$ cat src/rtl/tsp_scr_pkg.sv
package tsp_scr_pkg;

    // Sequencer states: waiting for a sync, inside a packet, guard interval
    typedef enum logic [1:0] {
        ST_WAIT_SYNC = 2'd0,
        ST_PAYLOAD   = 2'd1,
        ST_GUARD     = 2'd2
    } seq_state_e;

    // Register width needed to hold a count of n (at least 1 bit)
    function automatic int cnt_width(input int n);
        return (n > 1) ? $clog2(n) : 1;
    endfunction

endpackage

$ cat src/rtl/tsp_prbs_gen.sv
module tsp_prbs_gen #(
    parameter int                  LFSR_LEN = 15,
    parameter int                  TAP_HI   = 15,
    parameter int                  TAP_LO   = 14,
    parameter logic [LFSR_LEN-1:0] SEED     = 15'h00A9,
    parameter int                  STEPS    = 8
) (
    input  logic             clk,
    input  logic             rst,
    input  logic             load,
    input  logic             adv,
    output logic [STEPS-1:0] mask
);

    // reg_q[i] holds stage i+1
    logic [LFSR_LEN-1:0] reg_q;
    logic [LFSR_LEN-1:0] walk;
    logic [LFSR_LEN-1:0] reg_after;
    logic                fb;

    // Unroll STEPS shifts. The first output bit lands on the mask MSB.
    always_comb begin
        walk = reg_q;
        fb   = 1'b0;
        mask = '0;
        for (int k = 0; k < STEPS; k++) begin
            fb                = walk[TAP_HI-1] ^ walk[TAP_LO-1];
            mask[STEPS-1-k]   = fb;
            walk              = {walk[LFSR_LEN-2:0], fb};
        end
        reg_after = walk;
    end

    always_ff @(posedge clk) begin
        if (rst) begin
            reg_q <= SEED;
        end else if (load) begin
            reg_q <= SEED;
        end else if (adv) begin
            reg_q <= reg_after;
        end
    end

endmodule

$ cat src/rtl/tsp_pkt_sequencer.sv
module tsp_pkt_sequencer
    import tsp_scr_pkg::*;
#(
    parameter int PKT_LEN = 188,
    parameter int GAP_LEN = 16,
    parameter int SF_PKTS = 8
) (
    input  logic       clk,
    input  logic       rst,
    input  logic       in_valid,
    input  logic       in_start,
    output logic       take_sync,
    output logic       take_body,
    output logic       sf_first,
    output seq_state_e state
);

    localparam int BW = cnt_width(PKT_LEN);
    localparam int GW = cnt_width(GAP_LEN);
    localparam int PW = cnt_width(SF_PKTS);
    localparam logic [BW-1:0] LAST_BODY = BW'(PKT_LEN - 1);
    localparam logic [GW-1:0] LAST_GAP  = GW'(GAP_LEN - 1);
    localparam logic [PW-1:0] LAST_PKT  = PW'(SF_PKTS - 1);

    seq_state_e      st_q, st_d;
    logic [BW-1:0]   byte_q, byte_d;
    logic [GW-1:0]   gap_q, gap_d;
    logic [PW-1:0]   pkt_q, pkt_d;

    // State register
    always_ff @(posedge clk) begin
        if (rst) begin
            st_q   <= ST_WAIT_SYNC;
            byte_q <= '0;
            gap_q  <= '0;
            pkt_q  <= '0;
        end else begin
            st_q   <= st_d;
            byte_q <= byte_d;
            gap_q  <= gap_d;
            pkt_q  <= pkt_d;
        end
    end

    // Next state and counters
    always_comb begin
        st_d   = st_q;
        byte_d = byte_q;
        gap_d  = gap_q;
        pkt_d  = pkt_q;
        unique case (st_q)
            ST_WAIT_SYNC: begin
                // sync accepted
                if (in_valid && in_start) begin
                    st_d   = ST_PAYLOAD;
                    byte_d = BW'(1);
                    pkt_d  = (pkt_q == LAST_PKT) ? '0 : pkt_q + PW'(1);
                end
            end
            ST_PAYLOAD: begin
                if (in_valid) begin
                    if (byte_q == LAST_BODY) begin
                        // last byte
                        st_d   = ST_GUARD;
                        byte_d = '0;
                        gap_d  = '0;
                    end else begin
                        byte_d = byte_q + BW'(1);
                    end
                end
            end
            ST_GUARD: begin
                if (gap_q == LAST_GAP) begin
                    // guard done
                    st_d = ST_WAIT_SYNC;
                end else begin
                    gap_d = gap_q + GW'(1);
                end
            end
            default: begin
                st_d = ST_WAIT_SYNC;
            end
        endcase
    end

    // Decoded strobes for the datapath
    always_comb begin
        take_sync = 1'b0;
        take_body = 1'b0;
        sf_first  = 1'b0;
        unique case (st_q)
            ST_WAIT_SYNC: begin
                take_sync = in_valid && in_start;
                sf_first  = in_valid && in_start && (pkt_q == '0);
            end
            ST_PAYLOAD: begin
                take_body = in_valid;
            end
            ST_GUARD: begin
                take_body = 1'b0;
            end
            default: begin
                take_sync = 1'b0;
            end
        endcase
    end

    assign state = st_q;

endmodule

$ cat src/rtl/tsp_out_stage.sv
module tsp_out_stage #(
    parameter int BYTE_W = 8
) (
    input  logic              clk,
    input  logic              rst,
    input  logic [BYTE_W-1:0] in_data,
    input  logic [BYTE_W-1:0] mask,
    input  logic              take_sync,
    input  logic              take_body,
    input  logic              sf_first,
    output logic [BYTE_W-1:0] out_data,
    output logic              out_valid,
    output logic              out_pkt_start,
    output logic              out_sf_start
);

    logic [BYTE_W-1:0] data_d;

    // Syncs bypass the mask. The superframe-opening sync is inverted.
    always_comb begin
        if (take_sync) begin
            data_d = sf_first ? ~in_data : in_data;
        end else if (take_body) begin
            data_d = in_data ^ mask;
        end else begin
            data_d = '0;
        end
    end

    always_ff @(posedge clk) begin
        if (rst) begin
            out_data      <= '0;
            out_valid     <= 1'b0;
            out_pkt_start <= 1'b0;
            out_sf_start  <= 1'b0;
        end else begin
            out_data      <= data_d;
            out_valid     <= take_sync || take_body;
            out_pkt_start <= take_sync;
            out_sf_start  <= sf_first;
        end
    end

endmodule

$ cat src/rtl/tsp_sf_scrambler.sv
module tsp_sf_scrambler
    import tsp_scr_pkg::*;
#(
    parameter int                  BYTE_W   = 8,
    parameter int                  PKT_LEN  = 188,
    parameter int                  GAP_LEN  = 16,
    parameter int                  SF_PKTS  = 8,
    parameter int                  LFSR_LEN = 15,
    parameter logic [LFSR_LEN-1:0] SEED     = 15'h00A9
) (
    input  logic              clk,
    input  logic              rst,
    input  logic [BYTE_W-1:0] in_data,
    input  logic              in_valid,
    input  logic              in_start,
    output logic [BYTE_W-1:0] out_data,
    output logic              out_valid,
    output logic              out_pkt_start,
    output logic              out_sf_start
);

    logic              take_sync;
    logic              take_body;
    logic              sf_first;
    seq_state_e        seq_state;
    logic [BYTE_W-1:0] mask;
    logic              gen_load;
    logic              gen_adv;

    tsp_pkt_sequencer #(
        .PKT_LEN (PKT_LEN),
        .GAP_LEN (GAP_LEN),
        .SF_PKTS (SF_PKTS)
    ) u_seq (
        .clk       (clk),
        .rst       (rst),
        .in_valid  (in_valid),
        .in_start  (in_start),
        .take_sync (take_sync),
        .take_body (take_body),
        .sf_first  (sf_first),
        .state     (seq_state)
    );

    // Reload on the superframe sync. Step on plain syncs and payload.
    assign gen_load = sf_first;
    assign gen_adv  = take_body || (take_sync && !sf_first);

    tsp_prbs_gen #(
        .LFSR_LEN (LFSR_LEN),
        .TAP_HI   (LFSR_LEN),
        .TAP_LO   (LFSR_LEN - 1),
        .SEED     (SEED),
        .STEPS    (BYTE_W)
    ) u_gen (
        .clk  (clk),
        .rst  (rst),
        .load (gen_load),
        .adv  (gen_adv),
        .mask (mask)
    );

    tsp_out_stage #(
        .BYTE_W (BYTE_W)
    ) u_out (
        .clk           (clk),
        .rst           (rst),
        .in_data       (in_data),
        .mask          (mask),
        .take_sync     (take_sync),
        .take_body     (take_body),
        .sf_first      (sf_first),
        .out_data      (out_data),
        .out_valid     (out_valid),
        .out_pkt_start (out_pkt_start),
        .out_sf_start  (out_sf_start)
    );

endmodule

$ cat config.mk
export PLATFORM = sky130hd
export DESIGN_NAME = tsp_sf_scrambler
export DESIGN_NICKNAME = d
export VERILOG_FILES = /design/src/rtl/tsp_scr_pkg.sv /design/src/rtl/tsp_prbs_gen.sv /design/src/rtl/tsp_pkt_sequencer.sv /design/src/rtl/tsp_out_stage.sv /design/src/rtl/tsp_sf_scrambler.sv
export SDC_FILE = /design/constraint.sdc
export NUM_CORES = 1
export LEC_CHECK = 0
export BUFFER_PORTS_ARGS = -buffer_cell sky130_fd_sc_hd__buf_4
export CORE_MARGIN = 5
export CORE_UTILIZATION = 35
export CTS_CLUSTER_SIZE = 30
export DETAILED_ROUTE_END_ITERATION = 8
export PLACE_DENSITY_LB_ADDON = 0.05
export SYNTH_ARGS = -nofsm -noshare
export SYNTH_HDL_FRONTEND = slang
export SYNTH_SLANG_ARGS = --single-unit
$ cat constraint.sdc
create_clock -name clk -period 2.05 [get_ports clk]
set_input_delay 0.615 -clock clk [delete_from_list [all_inputs] [get_ports clk]]
set_output_delay 0.615 -clock clk [all_outputs]
set_load 0.02 [all_outputs]
# --- Word-level counts from Yosys, hierarchy flattened ---
# Cells that the tools add are included.
totals:
  register_bits: 43
  latchBits: 0
  ramBits: 0
  romBits: 0
  output_inout_bits: 11
  word_cells: 67
  mem_count: 0
classes:
  n_addsub: 3
  n_mul: 0
  div_mod_pow: 0
  order_cmp: 0
  eq_ne: 10
  shift: 0
  muxes: 20
  bitwise_logic: 10
  n_reduce_logical: 15
op_table:
  columns: ["op", "count"]
  rows:
  - ["$mux W8", 6]
  - ["$pmux W8 S2", 1]
  - ["$mux W4", 3]
  - ["$add A8 B1 Y8 const B", 1]
  - ["$eq A8 B8 Y1 const B", 1]
  - ["$mux W2", 4]
  - ["$not A8 Y8", 1]
  - ["$pmux W4 S2", 1]
  - ["$reduce_and A4 Y1", 2]
  - ["$xor A1 B1 Y1", 8]
  - ["$xor A8 B8 Y8", 1]
  - ["$ne A2 B1 Y1 const B", 3]
  - ["$pmux W2 S3", 1]
  - ["$add A4 B1 Y4 const B", 1]
  - ["$eq A4 B4 Y1 const B", 1]
  - ["$ne A2 B2 Y1 const B", 2]
  - ["$reduce_bool A2 Y1", 2]
  - ["$add A3 B1 Y3 const B", 1]
  - ["$eq A3 B3 Y1 const B", 1]
  - ["$logic_and A1 B1 Y1", 3]
  - ["$logic_not A3 Y1", 1]
  - ["$mux W1", 3]
  - ["$mux W3", 1]
  - ["$reduce_and A3 Y1", 1]
  - ["other kinds (7)", 8]

# --- Longest topological paths before layout ---
logic_depth:
  depth_word: 6
  depth_mapped: 7

# --- Cells and area by module ---
# From an unflattened synthesis, not the netlist that was laid out.
hier_totals:
  cells_unflattened: 219
  area_unflattened_um2: 2099.5
by_module_without_submodules:
  columns: ["module", "instances", "cells_each", "area_each_um2", "seq_area_each_um2"]
  rows:
  - ["tsp_pkt_sequencer", 1, 98, 913.4, 340.3]
  - ["tsp_prbs_gen", 1, 67, 651.9, 300.3]
  - ["tsp_out_stage", 1, 52, 523.0, 220.2]
  - ["tsp_sf_scrambler", 1, 2, 11.3, 0.0]

# --- Least setup slack after synthesis ---
# OpenSTA, ideal clock, no wires.
synth_path:
  kind: "input port to flip-flop"
  start: "in in_start"
  end: "reg u_gen.reg_q[2]"
  setup_time_ps: 131
  arrival_time_ps: 1519
  required_ps: 1919
  setup_slack_ps: 400
  cell_stages: 5
  n_path_buf: 1
  cell_sequence: "nand4bb_1 nor2_1 or2_2 buf_2 a211oi_1"
synth_between:
  elab_chain_cells: 6
  word_cells_on_any_way: 8
  cone_classes: "2 x mux; 6 x reduce/logical"
synth_rtl:
  columns: ["element", "line", "source"]
  rows:
  - ["start, declared", "tsp_sf_scrambler.sv:15", "input logic in_start,"]
  - ["$logic_and A1 B1 Y1 *", "tsp_pkt_sequencer.sv:93, tsp_pkt_sequencer.sv:94", null]
  - ["$logic_and A1 B1 Y1", "tsp_pkt_sequencer.sv:94", "sf_first = in_valid && in_start && (pkt_q == '0);"]
  - ["$mux W1", "tsp_pkt_sequencer.sv:91", "unique case (st_q)"]
  - ["$logic_not A1 Y1", "tsp_sf_scrambler.sv:47", "assign gen_adv = take_body || (take_sync && !sf_first);"]
  - ["$logic_and A1 B1 Y1", "tsp_sf_scrambler.sv:47", null]
  - ["$logic_or A1 B1 Y1", "tsp_sf_scrambler.sv:47", null]
  - ["end signal, assigned", "tsp_prbs_gen.sv:40", "reg_q <= reg_after;"]
  - ["end, declared", "tsp_prbs_gen.sv:16", "logic [LFSR_LEN-1:0] reg_q;"]
# Every way passes the cells marked *; elsewhere a longest branch is shown, timed or not.
# A chain may end at the register's enable or synchronous reset.

# --- Worst setup path after layout ---
layout_path:
  start: "reg u_seq.byte_q[0]"
  end: "reg u_seq.gap_q[0]"
layout_between:
  elab_chain_cells: 3
layout_rtl:
  columns: ["element", "line", "source"]
  rows:
  - ["start, declared", "tsp_pkt_sequencer.sv:26", "logic [BW-1:0] byte_q, byte_d;"]
  - ["start signal, assigned", "tsp_pkt_sequencer.sv:39", "byte_q <= byte_d;"]
  - ["$eq A8 B8 Y1", "tsp_pkt_sequencer.sv:62", "if (byte_q == LAST_BODY) begin"]
  - ["$ne A2 B1 Y1 (no source line)", null, null]
  - ["$reduce_and A4 Y1 (no source line)", null, null]
  - ["end signal, assigned", "tsp_pkt_sequencer.sv:40", "gap_q <= gap_d;"]
  - ["end, declared", "tsp_pkt_sequencer.sv:27", "logic [GW-1:0] gap_q, gap_d;"]
# No other way between the ends.

==> reports/metrics.cfg <==
[finish]
fin_area_mm2=0.00227
layout.nets=268
instances_no_fill=320
drive_gt1_frac=0.172
antenna_cells=0
synthToLayoutAreaGrowth_pct=19.2

[pwr]
switching_share=0.254
ir_drop_mv=0.300
p_leak_uw=0.000856
p_comb_frac=0.136
seq_power_share=0.557
power.share.clock=0.307
p_int_uw=1190
p_switching_uw=405
p_per_area_mw_per_mm2=703

[grt]
grt_pass1_wl_um=6760
grt_pass1_vias=1409
gr-total-overflow=0
grt_start_max_net_pins=24
grt_antenna_before_repair=0
grt_usage=0.116

[setup_path]
critical_path_class=register to register
r2r_cells=5
critPathCaptureType=register
reg2reg_to=u_seq.gap_q[0]
cp.required_ps=2270
setup.worst_path.end=u_seq.gap_q[0]
crit_fanout=7
crit_arrival_ps=1920
crit_path_start=u_seq.byte_q[0]
reg2reg_slack_ps=350
start_kind=register
rr_startpoint=u_seq.byte_q[0]

[timing]
fmaxAchievable_mhz=590
min_period_ps=1700
maxSlewViolCount=0
worstMarginPinSlew_ps=368
min_period_over_period=0.827
fin_hold_ws_ps=463
fin_tns_setup_ps=0
skew_ps=6.86
grt_setup_unrepaired=no
setup_viol=0
relSlewSlack=0.753
hold_viol_final=0

[floorplanning]
dieArea_mm2=0.00700
fp.coreArea_mm2=0.00520
fp.dieH_um=83.7
rows=26
io_pins=23
initial_core_util=0.365
die_x_um=83.7

[detailed_routing]
drtIter0Drc=64
drc=0
via_per_inst=4.72
routed_wl_um=3880
via_count=1510
detail-route-antenna-nets=0
wl_per_cell_um=12.1
dr.pass1.iters=4

[clock_network]
post_cts.repair.setup_buffers=0
clockBufferDepth=2
cts_root_buffer=clkbuf_8
ctsHoldBuffers=0
cts_buffers=5
htree_levels=2
clock_latency_ps=290
cts_tree=yes
cts_sinks=43
path_clk_slew_ps=80
ctsResizeCount=0

[place]
dp.cells=314
io_buffer_count=22
dpl_cell_area_mm2=0.00219
hpwl_um=2870
globalplace.congestion=0.768

[run]
max-cap-violations=0

[yosys]
synth_top_area_cell=dfxtp_1
synthesis.nets=239
yosys_warnings=0
netlist_area_mm2=0.00190
syn_area_per_cell_um2=8.56
yosysUniqueCellTypes=37
synth_top_area_share=0.453
yosys_register_bits=43
synthCells=222
netlist_top_cells_area=dfxtp_1 (45%), nor2_1 (7.9%), a211oi_1 (5.9%)
ys_seq_area_frac=0.453

[min_path]
holdPathStages=2
min_path_type=register to register

[status]
status=finished, final reports clean

stage by stage:
step | util | total power [µW] | setup WS [ps]
2_1_floorplan | - | 1040 | 400
3_3_place_gp | 0.421 | 1130 | 234
3_5_place_dp | 0.421 | 1130 | 197
4_1_cts | 0.435 | 1620 | 344
5_1_grt | 0.435 | 1680 | 259
6_report | 0.435 | 1590 | 355
cells in the mapped netlist:
cell	n
dfxtp_1	43
nor2_1	40
nand2_1	21
a21oi_1	20
a211oi_1	15
xnor2_1	11
nor3_1	8
o21ai_0	7
buf_2	5
ha_1	5
xor2_1	5
clkbuf_1	4
nor4_1	4
inv_1	3
nand2b_1	3
nor2b_1	3
nand3_1	2
nand4_1	2
nor3b_1	2
or3_1	2
a21bo_2	1
a21o_1	1
a22oi_1	1
and2_1	1
and3_1	1
and3b_1	1
mux2i_1	1
nand3b_1	1
nand3b_2	1
nand4bb_1	1
nor2_2	1
nor4bb_1	1
o21ai_1	1
o21ai_2	1
o32a_4	1
or2_2	1
or3b_4	1
per-layer routing:
metal,wire (µm),vias up,track usage
li1,-,824,-
met1,2090,656,0.166
met2,1530,25,0.163
met3,219,5,0.0375
met4,46,0,0.0380
met5,0,-,0
cells by family (layout without fill, tap and decap cells):
kind of cell / after synthesis / in the layout / share of synthesized area
AO/OA/AOI/OAI: 48 / 48 / 0.163
multiplexers: 1 / 1 / 0.00527
buffers and inverters: 12 / 40 / 0.0270
XOR/XNOR: 16 / 16 / 0.0737
flip-flops: 43 / 43 / 0.453
adder cells (fa/ha/maj): 5 / 5 / 0.0329
AND/OR/NAND/NOR: 97 / 97 / 0.246
cell type report:
type	count	area (µm²)
Inverter	3	11.3
Fill cell	542	2940
Clock buffer	6	72.6
Tap cell	70	87.6
Timing Repair Buffer	31	245
Multi-Input combinational cell	167	988
Sequential cell	43	861
flip-flops by register name (all words and copies together) (netlist names):
register,cells
u_seq.state,2
u_seq.gap_q,4
u_out.out_sf_start,1
u_out.out_pkt_start,1
u_out.out_valid,1
u_seq.pkt_q,3
u_seq.byte_q,8
u_gen.reg_q,15
u_out.out_data,8
worst max-delay path, stage by stage, from the launching register on:
cell and delay, ps:
dfxtp_1 370, ha_1 210, nand4_1 190, o32a_4 440, or3_1 310, a21oi_1 120
power groups by stage:
stage | Sequential (µW) | Clock (µW) | Combinational (µW)
after floorplan | 920 | 0 | 120
after global placement | 908 | 0 | 220
after detailed placement | 907 | 0 | 220
after CTS | 887 | 509 | 221
after global routing | 892 | 548 | 244
final | 887 | 489 | 217
worst min-delay path by stage:
stage / start / to / slack [ps]
after floorplan: u_gen.reg_q[2] / u_gen.reg_q[10] / 440
after global placement: u_gen.reg_q[4] / u_gen.reg_q[12] / 450
after detailed placement: u_gen.reg_q[3] / u_gen.reg_q[11] / 450
after CTS: u_gen.reg_q[2] / u_gen.reg_q[10] / 470
after global routing: u_gen.reg_q[2] / u_gen.reg_q[10] / 480
final: u_gen.reg_q[4] / u_gen.reg_q[12] / 460
cell usage in the layout (no fill, tap or decap), types with 2 or more instances in the layout:
cell	count
nand2_1	21
a21oi_1	20
nor3_1	8
nand4_1	2
nand2b_1	3
xnor2_1	11
or3_1	2
nor4_1	4
nand3_1	2
nor2_1	40
nor2b_1	3
a211oi_1	15
inv_1	3
dfxtp_1	43
ha_1	5
xor2_1	5
nor3b_1	2
clkbuf_8	5
o21ai_0	7
buf_4	30
No activity file was read; power rests on OpenSTA's default activity.
